### src/rtl/afc_pkg.sv
package afc_pkg;

   localparam int unsigned AFC_IN_W = 7;

   typedef struct packed {
      logic eqpt;
      logic defeat;
      logic tx;
      logic ow;
      logic pll;
      logic ret;
      logic loop_nr;
   } afc_in_t;

   typedef struct packed {
      logic summary;
      logic eqpt_stat;
   } afc_core_t;

   localparam afc_in_t AFC_IN_IDLE = '0;

endpackage

### src/rtl/afc_sync.sv
module afc_sync #(
   parameter int unsigned WIDTH  = 7,
   parameter int unsigned STAGES = 2,
   parameter logic [WIDTH-1:0] RST_VAL = '0
) (
   input  logic             clk,
   input  logic             rst_n,
   input  logic [WIDTH-1:0] d_i,
   output logic [WIDTH-1:0] q_o
);

   localparam int unsigned LAST = STAGES - 1;

   if (STAGES < 2) begin : g_chk_stages
      $error("afc_sync: STAGES must be at least 2");
   end
   if (WIDTH < 1) begin : g_chk_width
      $error("afc_sync: WIDTH must be at least 1");
   end

   logic [WIDTH-1:0] chain [STAGES];

   for (genvar s = 0; s < STAGES; s++) begin : g_stage
      if (s == 0) begin : g_first
         always_ff @(posedge clk) begin
            if (!rst_n) chain[s] <= RST_VAL;
            else        chain[s] <= d_i;
         end
      end else begin : g_rest
         always_ff @(posedge clk) begin
            if (!rst_n) chain[s] <= RST_VAL;
            else        chain[s] <= chain[s-1];
         end
      end
   end

   assign q_o = chain[LAST];

endmodule

### src/rtl/afc_qualify.sv
module afc_qualify
   import afc_pkg::*;
#(
   parameter int unsigned MON_W = 3
) (
   input  afc_in_t   in_i,
   output afc_core_t core_o
);

   if (MON_W != 3) begin : g_chk_mon
      $error("afc_qualify: MON_W must match the monitored line count");
   end

   logic [MON_W-1:0] mon;
   logic             mon_any;
   logic             veto;

   assign mon     = {in_i.tx, in_i.ow, in_i.pll};
   assign mon_any = |mon;

   always_comb begin
      if (in_i.loop_nr) veto = in_i.eqpt;
      else              veto = in_i.ret;
   end

   assign core_o.summary   = mon_any & ~veto;
   assign core_o.eqpt_stat = in_i.eqpt & ~in_i.defeat;

endmodule

### src/rtl/afc_outreg.sv
module afc_outreg
   import afc_pkg::*;
#(
   parameter bit OUT_REG = 1'b1
) (
   input  logic      clk,
   input  logic      rst_n,
   input  afc_core_t core_i,
   output logic      meter_n_o,
   output logic      oc_fault_o,
   output logic      eqpt_stat_o
);

   if (OUT_REG) begin : g_reg
      logic meter_q, fault_q, eqpt_q;
      always_ff @(posedge clk) begin
         if (!rst_n) begin
            meter_q <= 1'b1;
            fault_q <= 1'b0;
            eqpt_q  <= 1'b0;
         end else begin
            meter_q <= ~core_i.summary;
            fault_q <= core_i.summary;
            eqpt_q  <= core_i.eqpt_stat;
         end
      end
      assign meter_n_o   = meter_q;
      assign oc_fault_o  = fault_q;
      assign eqpt_stat_o = eqpt_q;

      AST_RESET_IDLE: assert property (@(posedge clk) !rst_n |=> (meter_q && !fault_q && !eqpt_q));
      AST_METER_COMPLEMENT: assert property (@(posedge clk) disable iff (!rst_n) meter_q != fault_q);
   end else begin : g_comb
      assign meter_n_o   = ~core_i.summary;
      assign oc_fault_o  = core_i.summary;
      assign eqpt_stat_o = core_i.eqpt_stat;
   end

endmodule

### src/rtl/alarm_fault_combiner.sv
module alarm_fault_combiner
   import afc_pkg::*;
#(
   parameter int unsigned SYNC_STAGES = 2,
   parameter bit          OUT_REG     = 1'b1
) (
   input  logic clk,
   input  logic rst_n,
   input  logic eqpt_fault_i,
   input  logic diag_defeat_i,
   input  logic tx_fail_i,
   input  logic ow_fail_i,
   input  logic pll_alarm_i,
   input  logic ret_fail_i,
   input  logic loop_not_radio_i,
   output logic meter_drive_n_o,
   output logic oc_fault_o,
   output logic eqpt_status_o
);

   localparam int unsigned LATENCY = SYNC_STAGES + (OUT_REG ? 1 : 0);

   if (LATENCY < 2) begin : g_chk_lat
      $error("alarm_fault_combiner: latency below synchronizer minimum");
   end

   afc_in_t   raw_in;
   afc_in_t   syn_in;
   afc_core_t core;
   logic [AFC_IN_W-1:0] syn_bits;

   assign raw_in = '{eqpt:    eqpt_fault_i,
                     defeat:  diag_defeat_i,
                     tx:      tx_fail_i,
                     ow:      ow_fail_i,
                     pll:     pll_alarm_i,
                     ret:     ret_fail_i,
                     loop_nr: loop_not_radio_i};

   afc_sync #(
      .WIDTH   (AFC_IN_W),
      .STAGES  (SYNC_STAGES),
      .RST_VAL (AFC_IN_IDLE)
   ) u_sync (
      .clk   (clk),
      .rst_n (rst_n),
      .d_i   (raw_in),
      .q_o   (syn_bits)
   );

   assign syn_in = afc_in_t'(syn_bits);

   afc_qualify #(
      .MON_W (3)
   ) u_qual (
      .in_i   (syn_in),
      .core_o (core)
   );

   afc_outreg #(
      .OUT_REG (OUT_REG)
   ) u_out (
      .clk         (clk),
      .rst_n       (rst_n),
      .core_i      (core),
      .meter_n_o   (meter_drive_n_o),
      .oc_fault_o  (oc_fault_o),
      .eqpt_stat_o (eqpt_status_o)
   );

   if (OUT_REG) begin : g_sva
      AST_DEFEAT_INHIBITS: assert property (@(posedge clk) disable iff (!rst_n) syn_in.defeat |=> !eqpt_status_o);
      AST_EQPT_REPORTS: assert property (@(posedge clk) disable iff (!rst_n) (syn_in.eqpt && !syn_in.defeat) |=> eqpt_status_o);
      AST_EQPT_VETO: assert property (@(posedge clk) disable iff (!rst_n) (syn_in.loop_nr && syn_in.eqpt) |=> !oc_fault_o);
      AST_RET_VETO: assert property (@(posedge clk) disable iff (!rst_n) (!syn_in.loop_nr && syn_in.ret) |=> !oc_fault_o);
      AST_NO_MON_NO_FAULT: assert property (@(posedge clk) disable iff (!rst_n) !(syn_in.tx || syn_in.ow || syn_in.pll) |=> !oc_fault_o);
   end

endmodule

### config.mk
export PLATFORM = sky130hd
export DESIGN_NAME = alarm_fault_combiner
export DESIGN_NICKNAME = d
export VERILOG_FILES = /design/src/rtl/afc_pkg.sv /design/src/rtl/afc_sync.sv /design/src/rtl/afc_qualify.sv /design/src/rtl/afc_outreg.sv /design/src/rtl/alarm_fault_combiner.sv
export SDC_FILE = /design/constraint.sdc
export NUM_CORES = 1
export LEC_CHECK = 0
export BUFFER_PORTS_ARGS = -buffer_cell sky130_fd_sc_hd__buf_4
export CAP_MARGIN = 10
export CORE_AREA = 2 2 39 41
export CTS_BUF_LIST = sky130_fd_sc_hd__clkbuf_16
export DETAILED_ROUTE_END_ITERATION = 8
export DIE_AREA = 0 0 41 43
export GPL_TIMING_DRIVEN = 0
export HOLD_SLACK_MARGIN = 0.12
export PLACE_DENSITY = 0.66
export SYNTH_ARGS = -nofsm -noshare
export SYNTH_HDL_FRONTEND = slang
export SYNTH_HIERARCHICAL = 1
export SYNTH_SLANG_ARGS = --single-unit
### constraint.sdc
create_clock -name clk -period 1.1 [get_ports clk]
set_input_delay 0.22 -clock clk [delete_from_list [all_inputs] [get_ports clk]]
set_output_delay 0.22 -clock clk [all_outputs]
set_load 0.02 [all_outputs]
==> results.yml, run 1 <==
floorplanning:
  io_pins: 12
  fp.dieW_um: 41
  die-area_um2: 1760
  rows: 14
  die_y_um: 43
  core_area_um2: 1380
  start_util_pct: 35.6
worst_setup_path:
  crit_slowest_cell: "dfxtp_1"
  cp_cell_sequence: "buf_4"
  setup.worst_path.end_class: "output pin"
  critPathMaxFanout: 1
  worstSetupPathType: "flop to output pin"
  regToRegStartpoint: "u_sync/chain[1][0]"
  r2r_setup_slack_ps: 260
  critPathMaxStageDelay_ps: 300
  crit_family: "flip-flops"
  crit_buf_inv: 1
  startpoint: "u_out/eqpt_stat_o"
  timing.critical_path.required_ps: 880
  worstSetupStartpointType: "flop"
  cp_data_arrival_time_ps: 680
clock_tree:
  clockBufferDepth: 2
  cts.repair.resized: 0
  cts_hold_buf: 0
  clock-sinks: 17
  ctsRootBufferMaster: "clkbuf_16"
  numCtsBuffers: 3
  htreeDepth: 1
  clk_latency_ps: 240
  cts_setup_buffers: 0
  clkTransAtPathRegs_ps: 50
  cts_tree: "done"
worst_hold_path:
  hold_class: "input pin to flop"
  hp-start: "pll_alarm_i"
pwr:
  vdd_drop_max_mv: 0.798
  power.density_nw_per_um2: 2100
  power_leakage_nw: 0.303
synth:
  synth_compound_gate_area_share_pct: 1.78
  synthAdderAreaFrac_pct: 0
  synth-simple-area-share_pct: 24.9
  synth_xor_area_share_pct: 0
  synth_top_family_by_area: "simple AND/OR/NAND/NOR gates"
  synthCells: 38
  ys_seq_elements: 17
  synth-seq-area-share_pct: 69.0
  syn_avg_cell_area_um2: 13.0
  synthMuxAreaShare_pct: 2.03
  yosysWarningCount: 6
  syn-num-nets: 47
  synth_cell_types: 8
  synthesis.area_um2: 493
timing:
  worstMarginPinSlew_ps: 133
  min_period_over_period_pct: 82.1
  final.setup_skew_ps: 1.65
  setup_viol: 0
  fin_tns_setup_ps: 0
  rsz0062_at_grt: "false"
  min_period_ps: 903
  max_freq_mhz: 1110
  maxSlewHeadroom_pct: 90.9
  maxSlewViolCount: 0
  finalHoldViolations: 0
grt:
  grt_pass1_wl_um: 1060
  grt_max_degree: 11
  grt_overflow: 0
  antenna_found_initial: 0
  grt_pass1_vias: 246
  grt_use_total_pct: 9.84
finish:
  final_nets: 63
  fin_util_pct: 48.7
  regArea_um2: 340
  antennaDiodeCount: 0
  fillers: 134
  layout-drive-gt1-share_pct: 47.2
  multiInputGateArea_um2: 141
  design_area_um2: 674
  area_growth_pct: 36.8
run_status:
  status: "complete, no violations"
route:
  drtAntennaViolNets: 0
  wire_per_inst_um: 8.54
  vias: 267
  drt_iter0_drc: 3
  routed_wl_um: 589
  firstDrtPassIters: 3
  drc: 0
  drt-vias-per-instance: 3.87
placed_design:
  port_buffers: 11
  placed_area_um2: 596
  place_congestion: 0.629
  dp_hpwl_um: 390
flow_run:
  max_cap_violations: 0
-- flip-flops by register name, summed over array words and instances (netlist names) --
name	flops
u_sync/chain	14
u_out/eqpt_stat_o	1
u_out/meter_n_o	1
u_out/oc_fault_o	1
-- per-stage QoR --
stage | hold slack (ps) | power (W) | worst slack, ps | std cells
6_report | 196 | 0.00141 | 197 | 69
5_1_grt | 195 | 0.00149 | 154 | 69
4_1_cts | 195 | 0.00143 | 182 | 69
3_5_place_dp | 420 | 0.000740 | 255 | 65
3_3_place_gp | 418 | 0.000738 | 283 | 65
2_1_floorplan | 289 | 0.000703 | 299 | 38
-- cell usage after synthesis (all sizes together) --
cell | instances | area [um^2]
o31a | 1 | 8.76
dfxtp | 17 | 340
nor2b | 1 | 6.26
buf | 1 | 11.3
mux2i | 1 | 10.0
and2 | 16 | 113
nand2 | 1 | 3.75
-- cell type report --
cell class	instances	share of cell area, %
buffer	1	1.67
clock buffer	3	11.1
clock inverter	1	0.557
multi-input combinational	20	21.0
sequential	17	50.5
tap	16	2.97
timing repair buffer	11	12.2
-- layer usage --
metal | share of wire [%] | track usage, %
met1 | 44 | 12.3
met2 | 52 | 11.3
met3 | 4.1 | 4.71
met4 | 0 | 10.0
met5 | 0 | 0
-- layout by cell type (no fill, tap or decap) --
| cell | synthesis | routed |
|---|---|---|
| nand2_1 | 1 | 1 |
| buf_6 | 1 | 1 |
| inv_1 | 0 | 1 |
| and2_2 | 10 | 10 |
| nor2b_1 | 1 | 1 |
| o31a_1 | 1 | 1 |
| buf_4 | 0 | 11 |
| clkbuf_16 | 0 | 3 |
| and2_1 | 6 | 6 |
| mux2i_1 | 1 | 1 |
| dfxtp_1 | 17 | 17 |
-- where the power goes --
part	leakage, nW	total [W]	internal [W]	switching (W)
Sequential	0.140	0.000654	0.000647	0.00000658
Clock	0.0423	0.000685	0.000480	0.000205
Combinational	0.120	0.0000739	0.0000486	0.0000253
Total	0.303	0.00141	0.00118	0.000237
-- path summary, 6_finish.rpt --
path / to / cells after the start
setup / recovery: eqpt_status_o / 1
hold / removal: u_sync/chain[0][2] / 2
setup reg to reg: u_out/oc_fault_o / 3
hold reg to reg: u_sync/chain[1][1] / 1
-- logic make-up (layout without fill, tap and decap cells) --
| family | count (synthesis) | in the layout |
|---|---|---|
| AND/OR/NAND/NOR | 18 | 18 |
| flip-flops | 17 | 17 |
| AO/OA/AOI/OAI | 1 | 1 |
| multiplexers | 1 | 1 |
| buffers and inverters | 1 | 16 |
Note: power is estimated with default switching activity, not from simulation.
==> inputs of run 2 (changes only) <==
ABC_AREA = 1   (was default)
PLACE_DENSITY = 0.7   (was 0.66)
clock period = 0.8 ns   (was 1.1 ns; I/O delays follow)
==> run 2 against run 1 <==
  * The flow now finishes with violations (negative setup slack)
  * Clock skew decreased by 0.95 ps
  * Critical path type unchanged
  * Highest routed layer is now met4
  * Sequential cell count unchanged
  * Core utilization increased by 8.3 points
  * Combinational power increased by 95%
  * Largest cell class unchanged
==> results.yml, run 2 <==
run_status:
  status: "finished with violations"
  violations: "negative setup slack"
finish:
  design_area_um2: 790
  final_common_cell: "inv_1"
  layout-drive-gt1-share_pct: 27.7
  area_growth_pct: 53.2
  regMostFlops: "u_sync/chain"
  final_nets: 93
  final_cell_mix: "20 x inv_1, 18 x nand2_1, 14 x dfxtp_1"
  antennaDiodeCount: 0
  instances_no_fill: 99
  largest_reg_flops: 14
worst_hold_path:
  hold_class: "input pin to flop"
  hold_end: "u_out/meter_n_o"
  holdPathStages: 2
  hp-start: "rst_n"
route:
  drtAntennaViolNets: 0
  dr_wl_met3_um: 32
  wire_per_inst_um: 6.86
  routed_wl_um: 679
  dr_wl_met2_um: 358
  drt-vias-per-instance: 3.78
  met1Wirelength_um: 280
  drc: 0
  drt_iter0_drc: 2
  vias: 374
  top_layer: "met4"
  firstDrtPassIters: 2
timing:
  min_period_over_period_pct: 104
  max_freq_mhz: 1200
  worstMarginPinSlew_ps: 84.4
  setup_slack_ps: -31.4
  min_period_ps: 831
  fin_tns_setup_ps: -92.2
  final.setup_skew_ps: 0.698
  maxSlewViolCount: 0
  rsz0062_at_grt: "true"
  finalHoldViolations: 0
  maxSlewHeadroom_pct: 94.4
  setup_viol: 3
worst_setup_path:
  critPathMaxFanout: 1
  crit_buf_inv: 1
  critPathMaxStageDelay_ps: 310
  cp_cell_sequence: "buf_6"
  worstSetupStartpointType: "flop"
  worstReg2RegEnd: "u_out/meter_n_o"
  worstSetupPathType: "flop to output pin"
  r2r_setup_slack_ps: 80
  crit_slowest_cell: "dfxtp_2"
  ff2ff_path_depth: 5
  setup.worst_path.end_class: "output pin"
  timing.critical_path.required_ps: 640
  regToRegStartpoint: "u_sync/chain[1][0]"
  cp_data_arrival_time_ps: 670
  crit_family: "flip-flops"
floorplanning:
  rows: 14
  io_pins: 12
  die-area_um2: 1760
  fp.dieW_um: 41
  core_area_um2: 1380
  die_y_um: 43
  start_util_pct: 37.3
clock_tree:
  cts_setup_buffers: 0
  htreeDepth: 1
  ctsRootBufferMaster: "clkbuf_16"
  clockBufferDepth: 2
  numCtsBuffers: 3
  clkTransAtPathRegs_ps: 50
  clk_latency_ps: 240
  clock-sinks: 17
  cts_tree: "done"
synth:
  yosysWarningCount: 6
  synth_area_leaders: "dfxtp_1 66%, inv_1 14%, nand2_1 14%, buf_6 2.2%, nor2_1 2.2%"
  synth-seq-area-share_pct: 66.0
  synth_top_area_cell: "dfxtp_1"
  async_flop_share_pct: 0
  yosys-top-cells-count: "19 x inv_1, 19 x nand2_1, 17 x dfxtp_1, 3 x nor2_1"
  syn_avg_cell_area_um2: 8.45
  yosysTopAreaCellShare_pct: 66.0
  ys_seq_elements: 17
  synth_edf_count: 0
  synthCells: 61
  syn-num-nets: 70
  synth_cell_types: 7
  synth_ff_type: "dfxtp_1"
  synthesis.area_um2: 515
grt:
  grt_pass1_wl_um: 1160
  grt_max_degree: 11
  grt_overflow: 0
  grt_pass1_vias: 325
  antenna_found_initial: 0
  grt_use_total_pct: 10.6
pwr:
  power.density_nw_per_um2: 2530
  power_leakage_nw: 0.464
  power_w: 0.00199
  vdd_drop_max_mv: 0.999
placed_design:
  placed_area_um2: 618
  port_buffers: 11
  post-place-ws_ps: 59.4
  place_congestion: 0.628
  dp_hpwl_um: 425
  numPlacedInstances: 88
flow_run:
  max_cap_violations: 0
[run 2: cell types whose count changed in the layout (fill, tap and decap cells not counted), sizes merged]
cell         before  now
inv               1   21
nand2             1   20
and2             16    0
dlygate4sd3       0    7
nor2              0    3
mux2i             1    0
nor2b             1    0
o31a              1    0
[run 2: cells by family (layout without fill, tap and decap cells)]
kind of cell  after synthesis  after routing  synth area share (%)
simple gates               23             23                  17.2
flops                      17             17                  66.0
buf+inv                    21             43                  16.7
[run 2: worst reg2reg max path: cells and delay by family (launching register included)]
kind,cells,cell delay (ps)
buf+inv,1,40
simple gates,4,240
flops,1,320
[run 2: repair_timing]
action,in CTS,in global routing
pin swaps,0,1
hold buffers,7,0
hold endpoints to repair,7,0
resized for setup,6,3
setup endpoints to repair,3,6
[run 2: cell type report]
cell class	count	area, um^2
tap	16	20.0
clock inverter	1	3.75
timing repair buffer	18	164
sequential	17	344
fill	125	594
buffer	1	11.3
inverter	20	75.1
multi-input combinational	23	96.3
clock buffer	3	75.1
[run 2: worst max-delay path by stage]
| stage | start | endpoint | slack [ps] | cells past startpoint |
|---|---|---|---|---|
| final | u_out/meter_n_o | meter_drive_n_o | -30 | 1 |
| after global routing | u_out/eqpt_stat_o | eqpt_status_o | -50 | 1 |
| after CTS | u_out/eqpt_stat_o | eqpt_status_o | -40 | 1 |
| after detailed placement | u_sync/chain[1][0] | u_out/meter_n_o | 60 | 5 |
| after global placement | u_sync/chain[1][0] | u_out/meter_n_o | 70 | 5 |
| after floorplan | u_sync/chain[1][0] | u_out/meter_n_o | 90 | 5 |
[run 2: routing by layer]
layer	vias up	track usage [%]
met3	2	4.71
met5	-	0
met1	157	10.2
li1	205	-
met4	0	12.0
met2	10	14.7
[run 2: metrics by stage]
step / util (%) / hold slack (ps)
final: 57.1 / 158
after global routing: 57.1 / 173
after CTS: 56.5 / 156
after detailed placement: 44.7 / 346
after global placement: 44.7 / 341
after floorplan: - / 248
[run 2: power by group]
group | internal [W] | leakage, nW | switching [W]
logic | 0.0000856 | 0.281 | 0.0000583
clock network | 0.000660 | 0.0423 | 0.000287
registers | 0.000892 | 0.141 | 0.0000119
